### src/rtl/cn_pkg.sv
package cn_pkg;
    typedef enum logic [1:0] {
        CN_REDUCE = 2'd0,
        CN_PREFIX = 2'd1,
        CN_SUFFIX = 2'd2,
        CN_GOR    = 2'd3
    } cn_kind_e;

    typedef enum logic [2:0] {
        CN_OR   = 3'd0,
        CN_XOR  = 3'd1,
        CN_MAX  = 3'd2,
        CN_SADD = 3'd3,
        CN_UADD = 3'd4
    } cn_fn_e;

    typedef struct packed {
        cn_kind_e kind;
        cn_fn_e   fn;
    } cn_code_t;

    localparam int CN_CODE_W = 5;
    localparam int CN_NSLOT  = 3;

    function automatic cn_code_t cn_decode(input logic [CN_CODE_W-1:0] raw);
        cn_code_t c;
        c.kind = cn_kind_e'(raw[4:3]);
        case (raw[2:0])
            3'd1:    c.fn = CN_XOR;
            3'd2:    c.fn = CN_MAX;
            3'd3:    c.fn = CN_SADD;
            3'd4:    c.fn = CN_UADD;
            default: c.fn = CN_OR;
        endcase
        return c;
    endfunction
endpackage

### src/rtl/cn_slot.sv
module cn_slot #(
    parameter int W = 32
) (
    input  logic         clk,
    input  logic         rst,
    input  logic         set_i,
    input  logic [W-1:0] val_i,
    input  logic         abs_i,
    input  logic         clr_i,
    output logic         have_o,
    output logic [W-1:0] val_o,
    output logic         abs_o
);
    always_ff @(posedge clk) begin
        if (rst) begin
            have_o <= 1'b0;
            val_o  <= '0;
            abs_o  <= 1'b1;
        end else begin
            if (clr_i) have_o <= 1'b0;
            if (set_i) begin
                have_o <= 1'b1;
                val_o  <= val_i;
                abs_o  <= abs_i;
            end
        end
    end
endmodule

### src/rtl/cn_alu.sv
module cn_alu
    import cn_pkg::*;
#(
    parameter int W = 32
) (
    input  cn_fn_e       fn_i,
    input  logic         sat_i,
    input  logic [W-1:0] a_i,
    input  logic         a_abs_i,
    input  logic [W-1:0] b_i,
    input  logic         b_abs_i,
    output logic [W-1:0] y_o,
    output logic         y_abs_o,
    output logic         ovf_o
);
    localparam logic [W-1:0] SMAX = {1'b0, {(W-1){1'b1}}};
    localparam logic [W-1:0] SMIN = {1'b1, {(W-1){1'b0}}};

    logic [W:0]   sum_w;
    logic [W-1:0] raw;
    logic         raw_ovf;

    assign sum_w = {1'b0, a_i} + {1'b0, b_i};

    always_comb begin
        raw     = a_i | b_i;
        raw_ovf = 1'b0;
        case (fn_i)
            CN_XOR: raw = a_i ^ b_i;
            CN_MAX: raw = ($signed(a_i) > $signed(b_i)) ? a_i : b_i;
            CN_SADD: begin
                raw_ovf = (a_i[W-1] == b_i[W-1]) && (sum_w[W-1] != a_i[W-1]);
                raw     = (raw_ovf && sat_i) ? (a_i[W-1] ? SMIN : SMAX) : sum_w[W-1:0];
            end
            CN_UADD: begin
                raw_ovf = sum_w[W];
                raw     = sum_w[W-1:0];
            end
            default: raw = a_i | b_i;
        endcase
    end

    always_comb begin
        y_abs_o = 1'b0;
        y_o     = raw;
        ovf_o   = raw_ovf;
        if (a_abs_i && b_abs_i) begin
            y_abs_o = 1'b1;
            y_o     = (fn_i == CN_MAX) ? SMIN : '0;
            ovf_o   = 1'b0;
        end else if (a_abs_i) begin
            y_o   = b_i;
            ovf_o = 1'b0;
        end else if (b_abs_i) begin
            y_o   = a_i;
            ovf_o = 1'b0;
        end
    end
endmodule

### src/rtl/cn_down.sv
module cn_down
    import cn_pkg::*;
#(
    parameter int W = 32
) (
    input  cn_kind_e     kind_i,
    input  cn_fn_e       fn_i,
    input  logic         sat_i,
    input  logic [W-1:0] dn_i,
    input  logic [W-1:0] l_i,
    input  logic         l_abs_i,
    input  logic [W-1:0] c_i,
    input  logic         c_abs_i,
    input  logic [W-1:0] r_i,
    input  logic         r_abs_i,
    output logic [W-1:0] lft_o,
    output logic [W-1:0] loc_o,
    output logic [W-1:0] rgt_o
);
    logic [W-1:0] near_v, p1, p2;
    logic         near_abs, p1_abs;
    logic         unused_ovf1, unused_ovf2, unused_abs2;

    assign near_v   = (kind_i == CN_SUFFIX) ? r_i : l_i;
    assign near_abs = (kind_i == CN_SUFFIX) ? r_abs_i : l_abs_i;

    cn_alu #(.W(W)) u_step1 (
        .fn_i(fn_i), .sat_i(sat_i),
        .a_i(dn_i), .a_abs_i(1'b0), .b_i(near_v), .b_abs_i(near_abs),
        .y_o(p1), .y_abs_o(p1_abs), .ovf_o(unused_ovf1)
    );

    cn_alu #(.W(W)) u_step2 (
        .fn_i(fn_i), .sat_i(sat_i),
        .a_i(p1), .a_abs_i(p1_abs), .b_i(c_i), .b_abs_i(c_abs_i),
        .y_o(p2), .y_abs_o(unused_abs2), .ovf_o(unused_ovf2)
    );

    always_comb begin
        lft_o = dn_i;
        loc_o = dn_i;
        rgt_o = dn_i;
        case (kind_i)
            CN_PREFIX: begin
                loc_o = p1;
                rgt_o = p2;
            end
            CN_SUFFIX: begin
                loc_o = p1;
                lft_o = p2;
            end
            CN_GOR: begin
                lft_o = {{(W-1){1'b0}}, dn_i[0]};
                loc_o = {{(W-1){1'b0}}, dn_i[0]};
                rgt_o = {{(W-1){1'b0}}, dn_i[0]};
            end
            default: ;
        endcase
    end
endmodule

### src/rtl/comb_node.sv
module comb_node
    import cn_pkg::*;
#(
    parameter int W = 32
) (
    input  logic                 clk,
    input  logic                 rst,
    input  logic                 sat_en_i,
    input  logic                 lft_vld_i,
    input  logic [W-1:0]         lft_val_i,
    input  logic                 lft_abs_i,
    input  logic                 rgt_vld_i,
    input  logic [W-1:0]         rgt_val_i,
    input  logic                 rgt_abs_i,
    input  logic                 loc_vld_i,
    input  logic [CN_CODE_W-1:0] loc_code_i,
    input  logic [W-1:0]         loc_val_i,
    input  logic                 loc_abs_i,
    output logic                 up_vld_o,
    output logic [W-1:0]         up_val_o,
    output logic                 up_abs_o,
    output logic                 up_ovf_o,
    input  logic                 dn_vld_i,
    input  logic [W-1:0]         dn_val_i,
    output logic                 dn_vld_o,
    output logic [W-1:0]         lft_dn_o,
    output logic [W-1:0]         loc_dn_o,
    output logic [W-1:0]         rgt_dn_o
);
    // slot order: 0 = left, 1 = local, 2 = right (combine order)
    logic [CN_NSLOT-1:0]  in_vld, in_abs, have, hold_abs;
    logic [W-1:0]         in_val   [CN_NSLOT];
    logic [W-1:0]         hold_val [CN_NSLOT];
    logic [W-1:0]         opnd     [CN_NSLOT];
    logic                 fire;
    cn_code_t             code_q;
    cn_fn_e               fn_eff;

    assign in_vld    = {rgt_vld_i, loc_vld_i, lft_vld_i};
    assign in_abs    = {rgt_abs_i, loc_abs_i, lft_abs_i};
    assign in_val[0] = lft_val_i;
    assign in_val[1] = loc_val_i;
    assign in_val[2] = rgt_val_i;
    assign fire      = &have;

    always_ff @(posedge clk) begin
        if (rst)            code_q <= '{kind: CN_REDUCE, fn: CN_OR};
        else if (loc_vld_i) code_q <= cn_decode(loc_code_i);
    end

    assign fn_eff = (code_q.kind == CN_GOR) ? CN_OR : code_q.fn;

    for (genvar i = 0; i < CN_NSLOT; i++) begin : g_slot
        cn_slot #(.W(W)) u_slot (
            .clk(clk), .rst(rst),
            .set_i(in_vld[i]), .val_i(in_val[i]), .abs_i(in_abs[i]),
            .clr_i(fire),
            .have_o(have[i]), .val_o(hold_val[i]), .abs_o(hold_abs[i])
        );
        assign opnd[i] = (code_q.kind == CN_GOR) ? {{(W-1){1'b0}}, hold_val[i][0]}
                                                 : hold_val[i];
    end

    logic [W-1:0] s1_v, s2_v;
    logic         s1_abs, s2_abs, s1_ovf, s2_ovf;

    cn_alu #(.W(W)) u_up1 (
        .fn_i(fn_eff), .sat_i(sat_en_i),
        .a_i(opnd[0]), .a_abs_i(hold_abs[0]), .b_i(opnd[1]), .b_abs_i(hold_abs[1]),
        .y_o(s1_v), .y_abs_o(s1_abs), .ovf_o(s1_ovf)
    );

    cn_alu #(.W(W)) u_up2 (
        .fn_i(fn_eff), .sat_i(sat_en_i),
        .a_i(s1_v), .a_abs_i(s1_abs), .b_i(opnd[2]), .b_abs_i(hold_abs[2]),
        .y_o(s2_v), .y_abs_o(s2_abs), .ovf_o(s2_ovf)
    );

    always_ff @(posedge clk) begin
        if (rst) begin
            up_vld_o <= 1'b0;
            up_val_o <= '0;
            up_abs_o <= 1'b0;
            up_ovf_o <= 1'b0;
        end else begin
            up_vld_o <= fire;
            if (fire) begin
                up_val_o <= s2_v;
                up_abs_o <= s2_abs;
                up_ovf_o <= s1_ovf | s2_ovf;
            end
        end
    end

    logic [W-1:0] d_lft, d_loc, d_rgt;

    cn_down #(.W(W)) u_down (
        .kind_i(code_q.kind), .fn_i(fn_eff), .sat_i(sat_en_i), .dn_i(dn_val_i),
        .l_i(opnd[0]), .l_abs_i(hold_abs[0]),
        .c_i(opnd[1]), .c_abs_i(hold_abs[1]),
        .r_i(opnd[2]), .r_abs_i(hold_abs[2]),
        .lft_o(d_lft), .loc_o(d_loc), .rgt_o(d_rgt)
    );

    always_ff @(posedge clk) begin
        if (rst) begin
            dn_vld_o <= 1'b0;
            lft_dn_o <= '0;
            loc_dn_o <= '0;
            rgt_dn_o <= '0;
        end else begin
            dn_vld_o <= dn_vld_i;
            if (dn_vld_i) begin
                lft_dn_o <= d_lft;
                loc_dn_o <= d_loc;
                rgt_dn_o <= d_rgt;
            end
        end
    end
endmodule

### config.mk
export PLATFORM = sky130hd
export DESIGN_NAME = comb_node
export DESIGN_NICKNAME = d
export VERILOG_FILES = /design/src/rtl/cn_pkg.sv /design/src/rtl/cn_slot.sv /design/src/rtl/cn_alu.sv /design/src/rtl/cn_down.sv /design/src/rtl/comb_node.sv
export SDC_FILE = /design/constraint.sdc
export NUM_CORES = 2
export LEC_CHECK = 0
export BUFFER_PORTS_ARGS = -buffer_cell sky130_fd_sc_hd__buf_2
export CAP_MARGIN = 20
export CELL_PAD_IN_SITES_DETAIL_PLACEMENT = 1
export CELL_PAD_IN_SITES_GLOBAL_PLACEMENT = 1
export CORE_MARGIN = 2
export CORE_UTILIZATION = 41
export CTS_BUF_LIST = sky130_fd_sc_hd__clkbuf_2
export DETAILED_ROUTE_END_ITERATION = 12
export PLACE_DENSITY_LB_ADDON = 0.1
export SYNTH_ARGS = -nofsm -noshare
export SYNTH_HDL_FRONTEND = slang
export SYNTH_SLANG_ARGS = --single-unit
### constraint.sdc
create_clock -name clk -period 7.8 [get_ports clk]
set_input_delay 0.78 -clock clk [delete_from_list [all_inputs] [get_ports clk]]
set_output_delay 0.78 -clock clk [all_outputs]
set_load 0.005 [all_outputs]
==> metrics.sh, run 1 <==
OUTCOME='stopped before the end'
STOPPING_STAGE='global routing'
TOOLERRORMSG='[ERROR GRT-0232] Routing congestion too high. Check the congestion heatmap in the GUI.'
ANTENNA_FOUND_INITIAL=23
CTS.PATH.MAX_BUFFERS=3
SYNTH.LARGEST_AREA_CELL='sky130_fd_sc_hd__ha_1'
GP_CONGESTION=1.08
CTS_NUM_SINKS=239
POST_SYNTH_FA_HA_MAJ_AREA_FRACTION=0.171
YOSYS_WARNINGS=0
SYNTHCELLS=3977
CTS-HTREE-LEVELS=3
MAPPEDNETLISTNETS=4509
INITIAL_CORE_UTIL=0.416
YS_FF_LATCH=239
SYNTH-SEQ-AREA-SHARE=0.167
GRT-OVFL-TOTAL=235
FLOORPLAN.IO_PINS=275
SYNTH_TOP_FAMILY_BY_AREA='compound AO/OA/AOI/OAI gates'
SYNTH_ENABLE_FLOP_CELLS=0
SYNTHSIMPLEGATEAREAFRAC=0.187
WORST_PATH_END_TYPE='register input'
SYNTH-XOR-AREA-SHARE=0.0180
LEADING_CELL_TYPES_BY_TOTAL_AREA_AFTER_SYNTHESIS='sky130_fd_sc_hd__ha_1 (17%), sky130_fd_sc_hd__dfxtp_1 (17%), sky130_fd_sc_hd__a21oi_1 (6.2%)'
POSTGRTWORSTENDPOINT='rgt_dn_o[21]$_SDFFE_PP0P_/D'
DIE_H_UM=268
NUMBER_OF_PLACEMENT_ROWS=96
CTS_ROOT_BUFFER='sky130_fd_sc_hd__clkbuf_2'
SHARE_OF_THE_SYNTHESIZED_AREA_IN_COMPOUND_GATES_AO_OA_AOI_OAI=0.329
YS.FLOP_TYPE='sky130_fd_sc_hd__dfxtp_1'
PORT_BUFFERS=274
GRT_MAX_DEGREE=74
AVGSYNTHCELLAREA_UM2=7.21
SYNTH_MUX_AREA_FRAC=0.0524
CTS_INSERTED_BUFFERS=73
YOSYS.AREA.TOP_TYPE_SHARE=0.168
MAPPEDNETLISTAREA_UM2=28700
COMBINED_GLOBAL_ROUTE_UTILIZATION_OF_ALL_METAL_LAYERS=0.786
NETLIST-CELL-TYPE-COUNT=93
DIE_X_UM=268
DP_HPWL_UM=146000
ASYNC_FLOP_SHARE=0
## cell families after synthesis
kind of cell / Yosys count
buffers and inverters: 576
AO/OA/AOI/OAI: 1426
adder cells (fa/ha/maj): 389
flip-flops: 239
AND/OR/NAND/NOR: 1141
multiplexers: 147
XOR/XNOR: 59
## metal layers
| metal | track usage | GRT overflow |
|---|---|---|
| met4 | 0.782 | 94 |
| met2 | 0.929 | 95 |
| met5 | 0.413 | 2 |
| met3 | 0.645 | 12 |
| met1 | 0.791 | 32 |
## stage by stage
step | utilization | cell area [µm²] | worst slack [ns] | std cells | setup TNS, ns
CTS | 0.589 | 40600 | 0.00378 | 6203 | 0
detailed placement | 0.559 | 38500 | -0.741 | 5984 | -46.68
global placement | 0.559 | 38500 | -0.607 | 5983 | -33.04
floorplan | - | 28700 | 0.00895 | 3977 | 0
## Yosys cell counts (30+ instances only)
cell type                  count
sky130_fd_sc_hd__nor2_1      398
sky130_fd_sc_hd__ha_1        385
sky130_fd_sc_hd__a21oi_1     353
sky130_fd_sc_hd__inv_1       311
sky130_fd_sc_hd__o21ai_0     282
sky130_fd_sc_hd__nand2_1     270
sky130_fd_sc_hd__dfxtp_1     239
sky130_fd_sc_hd__clkbuf_1    230
sky130_fd_sc_hd__mux2i_1     137
sky130_fd_sc_hd__nor3_1       91
sky130_fd_sc_hd__nand2b_1     82
sky130_fd_sc_hd__nor2b_1      79
sky130_fd_sc_hd__a31oi_1      78
sky130_fd_sc_hd__nand3_1      76
sky130_fd_sc_hd__a211oi_1     73
sky130_fd_sc_hd__a21o_1       73
sky130_fd_sc_hd__a22oi_1      64
sky130_fd_sc_hd__a221oi_1     58
sky130_fd_sc_hd__o211ai_1     53
sky130_fd_sc_hd__xnor2_1      46
sky130_fd_sc_hd__o31ai_1      40
sky130_fd_sc_hd__o21a_1       37
sky130_fd_sc_hd__o22ai_1      30
## what timing repair did
action / 4_1_cts
setup buffers: 11
hold buffers: 89
hold endpoints to repair: 92
setup endpoints to repair: 97
resized for setup: 116
pin swaps: 25
==> inputs of run 2 (changes only) <==
--- a/config.mk
+++ b/config.mk
@@ -7,13 +7,10 @@
 export LEC_CHECK = 0
 export BUFFER_PORTS_ARGS = -buffer_cell sky130_fd_sc_hd__buf_2
 export CAP_MARGIN = 20
-export CELL_PAD_IN_SITES_DETAIL_PLACEMENT = 1
-export CELL_PAD_IN_SITES_GLOBAL_PLACEMENT = 1
 export CORE_MARGIN = 2
-export CORE_UTILIZATION = 41
-export CTS_BUF_LIST = sky130_fd_sc_hd__clkbuf_2
+export CORE_UTILIZATION = 40
 export DETAILED_ROUTE_END_ITERATION = 12
-export PLACE_DENSITY_LB_ADDON = 0.1
+export PLACE_DENSITY_LB_ADDON = 0.15
 export SYNTH_ARGS = -nofsm -noshare
 export SYNTH_HDL_FRONTEND = slang
 export SYNTH_SLANG_ARGS = --single-unit
==> constraint.sdc (replaced) <==
create_clock -name clk -period 10.1 [get_ports clk]
set_input_delay 1.01 -clock clk [delete_from_list [all_inputs] [get_ports clk]]
set_output_delay 1.01 -clock clk [all_outputs]
set_load 0.005 [all_outputs]
==> run 2 against run 1 <==
Net effect:
- the run now ends clean
- synthesized area stayed put
- synthesized cell count stayed put
==> metrics.sh, run 2 <==
OUTCOME='completed'
DETAIL_ROUTE.WL_PER_CELL_UM=29.6
TIGHTESTPINTRANSITION_NS=1.35
DIE_H_UM=272
SYNTH-SEQ-AREA-SHARE=0.167
WORST_SKEW_PAIR.LATE_LATENCY_NS=0.63
WORST_R2R_ENDPOINT='rgt_dn_o[28]$_SDFFE_PP0P_'
LEAKAGE_nW=15.0
WORST_HOLD_PATH.NUM_CELLS=1
MAXSLEWHEADROOM=0.0890
CTS_INSERTED_BUFFERS=30
TOTALNEGATIVESETUPSLACK_NS=0
LAYOUT_WORST_PATH_CYCLE_SHARE=0.988
GP_CONGESTION=1.06
CTS-HTREE-LEVELS=1
CTS_ROOT_BUFFER='sky130_fd_sc_hd__clkbuf_16'
YOSYS_WARNINGS=0
WORST_PATH_BUFS_INVS=6
TRITONCTS='built'
DRIVE_GT1_FRAC=0.141
SYNTH_TOP_CELLS_BY_COUNT='sky130_fd_sc_hd__nor2_1 (398), sky130_fd_sc_hd__ha_1 (385), sky130_fd_sc_hd__a21oi_1 (353)'
FINALWORSTSETUPSLACK_NS=0.125
LARGEST_REGISTER_FFS=96
GRT_MAX_DEGREE=77
CRIT_ARRIVAL_NS=10.48
SYNTH_MUX_AREA_FRAC=0.0524
HOLDPATHEND='up_val_o[19]$_SDFFE_PP0P_'
SWITCHINGPOWER_mW=1.67
YS.FLOP_TYPE='sky130_fd_sc_hd__dfxtp_1'
CRITPATHMAXFANOUT=27
P_CLK_FRAC=0.301
POST_SYNTH_FA_HA_MAJ_AREA_FRACTION=0.171
DESIGN.DIE.AREA_UM2=73900
FINAL.MIN_CLOCK_PERIOD_NS=9.97
MAPPEDNETLISTNETS=4509
REPORT.FINAL.SETUP_VIOL=0
FLOORPLAN.IO_PINS=275
SYNTH-XOR-AREA-SHARE=0.0180
SYNTH.MOST_COMMON_CELL='sky130_fd_sc_hd__nor2_1'
DR_TOTAL_VIAS=33600
COMBINED_GLOBAL_ROUTE_UTILIZATION_OF_ALL_METAL_LAYERS=0.397
REPORT.FINAL.HOLD_VIOL_COUNT=0
POWER.DENSITY_nW_PER_UM2=118
YS_FF_LATCH=239
REG2REG_SETUP_SLACK_NS=0.13
CTS_HOLD_BUF=0
FP.COREAREA_UM2=71200
NUM-FILL-CELLS=7406
POWER_SWITCHING_SHARE=0.428
FINAL-MAX-SLEW-VIOLATION-COUNT=0
PATH_DEPTH=32
DIE_X_UM=272
CRIT_PATH_START_KIND='register'
WL_UM=154000
AREA_DELTA_SYNTH_FINAL_PCT=14.9
CRITICAL_PATH.MAX_STAGE_DELAY_NS=0.65
DP_HPWL_UM=119000
VIASPERCELL=6.45
DRV.MAX_CAP_VIOLATION_COUNT=0
MAPPEDNETLISTAREA_UM2=28700
CRITPATHLAUNCH='code_q[4]$_SDFFE_PP0P_'
HP-START='up_val_o[19]$_SDFFE_PP0P_'
SYNTHCELLS=3977
ASYNC_FLOP_SHARE=0
REGISTER_RANKED_FIRST_BY_FLIP_FLOP_COUNT='g_slot.u_slot.val_o'
SYNTH.LARGEST_AREA_CELL='sky130_fd_sc_hd__ha_1'
NETLIST-CELL-TYPE-COUNT=93
GLOBAL_ROUTE_WIRE_LENGTH_BEFORE_REPAIR_UM=219000
FMAX_MHz=100
DETAIL-ROUTE-ANTENNA-NETS=0
SYNTH_TOP_FAMILY_BY_AREA='compound AO/OA/AOI/OAI gates'
CRITICAL_PATH_REQUIRED_TIME_NS=10.60
TIMING.HOLD.WORST.CLASS='register to register'
LAYOUT.CELLS.MOST_COMMON='sky130_fd_sc_hd__nor2_1'
TIMING.CRITICAL_PATH.TO_TYPE='register'
GRT-OVFL-TOTAL=0
P_INT_mW=2.23
DPL_WORST_SLACK_NS=0.418
COUNT_OF_ROUTING_VIOLATIONS_AFTER_THE_OPENING_DETAILED_ROUTE_ITERATION=4776
TIMING.REG2REG.WORST_PATH_DEPTH=32
INITIAL_CORE_UTIL=0.403
CRITICAL_PATH.TOP_DELAY_FAMILY='compound AO/OA/AOI/OAI gates'
TOTAL_POWER_OF_THE_FINAL_LAYOUT_mW=3.89
PORT_BUFFERS=274
SETUP_REPAIR_AFTER_GLOBAL_ROUTING_MISSED_ITS_MARGIN='false'
POWER.SHARE.SEQUENTIAL=0.273
WORSTREG2REGSTART='code_q[4]$_SDFFE_PP0P_'
DPL-INSTANCE-AREA_UM2=31900
FIN_NETS=4754
CRIT_PATH_TOP_DELAY_CELL='sky130_fd_sc_hd__nor3_1'
NUMBER_OF_PLACEMENT_ROWS=98
SHARE_OF_THE_SYNTHESIZED_AREA_IN_COMPOUND_GATES_AO_OA_AOI_OAI=0.329
ANTENNA_FOUND_INITIAL=5
YOSYS.AREA.TOP_TYPE_SHARE=0.168
CTS.PATH.MAX_BUFFERS=3
WORSTSETUPPATHTYPE='register to register'
CLOCK-SKEW-FINAL_NS=0.0343
CTS_NUM_SINKS=239
LEADING_CELL_TYPES_BY_TOTAL_AREA_AFTER_SYNTHESIS='sky130_fd_sc_hd__ha_1 (17%), sky130_fd_sc_hd__dfxtp_1 (17%), sky130_fd_sc_hd__a21oi_1 (6.2%)'
SYNTHSIMPLEGATEAREAFRAC=0.187
SHARE_COMB_OF_TOTAL_POWER=0.426
SYNTH_ENABLE_FLOP_CELLS=0
FINALINSTANCEAREA_UM2=33000
VDD.IR_DROP.WORST_mV=0.140
LAYOUT_COMMON_CELLS='sky130_fd_sc_hd__nor2_1 (393), sky130_fd_sc_hd__ha_1 (383), sky130_fd_sc_hd__a21oi_1 (353)'
DRT_DRC_VIOLATIONS_LEFT=0
CLKSLEWWORSTSETUPHOLDPATHS_NS=0.07
FINISH.UTILIZATION=0.463
NUMBER_OF_GLOBAL_ROUTE_VIAS_BEFORE_REPAIR=31000
AVGSYNTHCELLAREA_UM2=7.21
DETAIL_ROUTE.FIRST_PASS.ITERATIONS=9
-- run 2: cell counts after synthesis --
No cell type changed its count.
-- run 2: logic make-up after synthesis --
family / Yosys count
mux: 147
flops: 239
xor+xnor: 59
simple gates: 1141
buf+inv: 576
compound gates: 1426
fa+ha+maj: 389
-- run 2: stage by stage --
stage	std cells	hold slack (ns)
after floorplan	3977	0.444
after detailed placement	5138	0.450
after global routing	5196	0.487
after CTS	5194	0.459
final	5199	0.466
after global placement	5138	0.444
-- run 2: how the worst max path moves through the flow --
stage               slack, ns                        end
finish                   0.13  rgt_dn_o[28]$_SDFFE_PP0P_
global route             0.02  lft_dn_o[30]$_SDFFE_PP0P_
CTS                      0.41  rgt_dn_o[26]$_SDFFE_PP0P_
detailed placement       0.42  rgt_dn_o[26]$_SDFFE_PP0P_
global placement         0.33  up_val_o[11]$_SDFFE_PP0P_
floorplan                1.69  lft_dn_o[15]$_SDFFE_PP0P_
-- run 2: routing by layer --
layer  routed length [µm]  global-route usage  vias to the layer above
li1                     -                   -                    14900
met1                61500               0.524                    15900
met2                63900               0.590                     2267
met3                17200              0.0836                      468
met4                11000               0.242                        6
met5                   38                   0                        -
-- run 2: timing repair --
| item | 4_1_cts | 5_1_grt |
|---|---|---|
| resized for setup | 0 | 4 |
| setup buffers | 0 | 1 |
| setup endpoints to repair | 0 | 51 |
-- run 2: layout make-up --
| class | count | area [µm²] | area share |
|---|---|---|---|
| timing repair buffer | 476 | 2930 | 0.0890 |
| tap | 950 | 1190 | 0.0361 |
| sequential | 239 | 4790 | 0.145 |
| antenna | 3 | 7.51 | 0.000228 |
| clock inverter | 19 | 238 | 0.00721 |
| clock buffer | 37 | 817 | 0.0248 |
| inverter | 313 | 1170 | 0.0357 |
| multi-input combinational | 3162 | 21800 | 0.662 |
-- run 2: power by group through the flow --
stage	Combinational (mW)	Clock (mW)	Sequential (mW)
6_report	1.66	1.17	1.06
4_1_cts	1.59	1.19	1.06
5_1_grt	1.75	1.22	1.07
2_1_floorplan	0.954	0	1.05
3_5_place_dp	1.58	0	1.08
3_3_place_gp	1.59	0	1.08
Note: power is estimated with default switching activity, not from simulation.
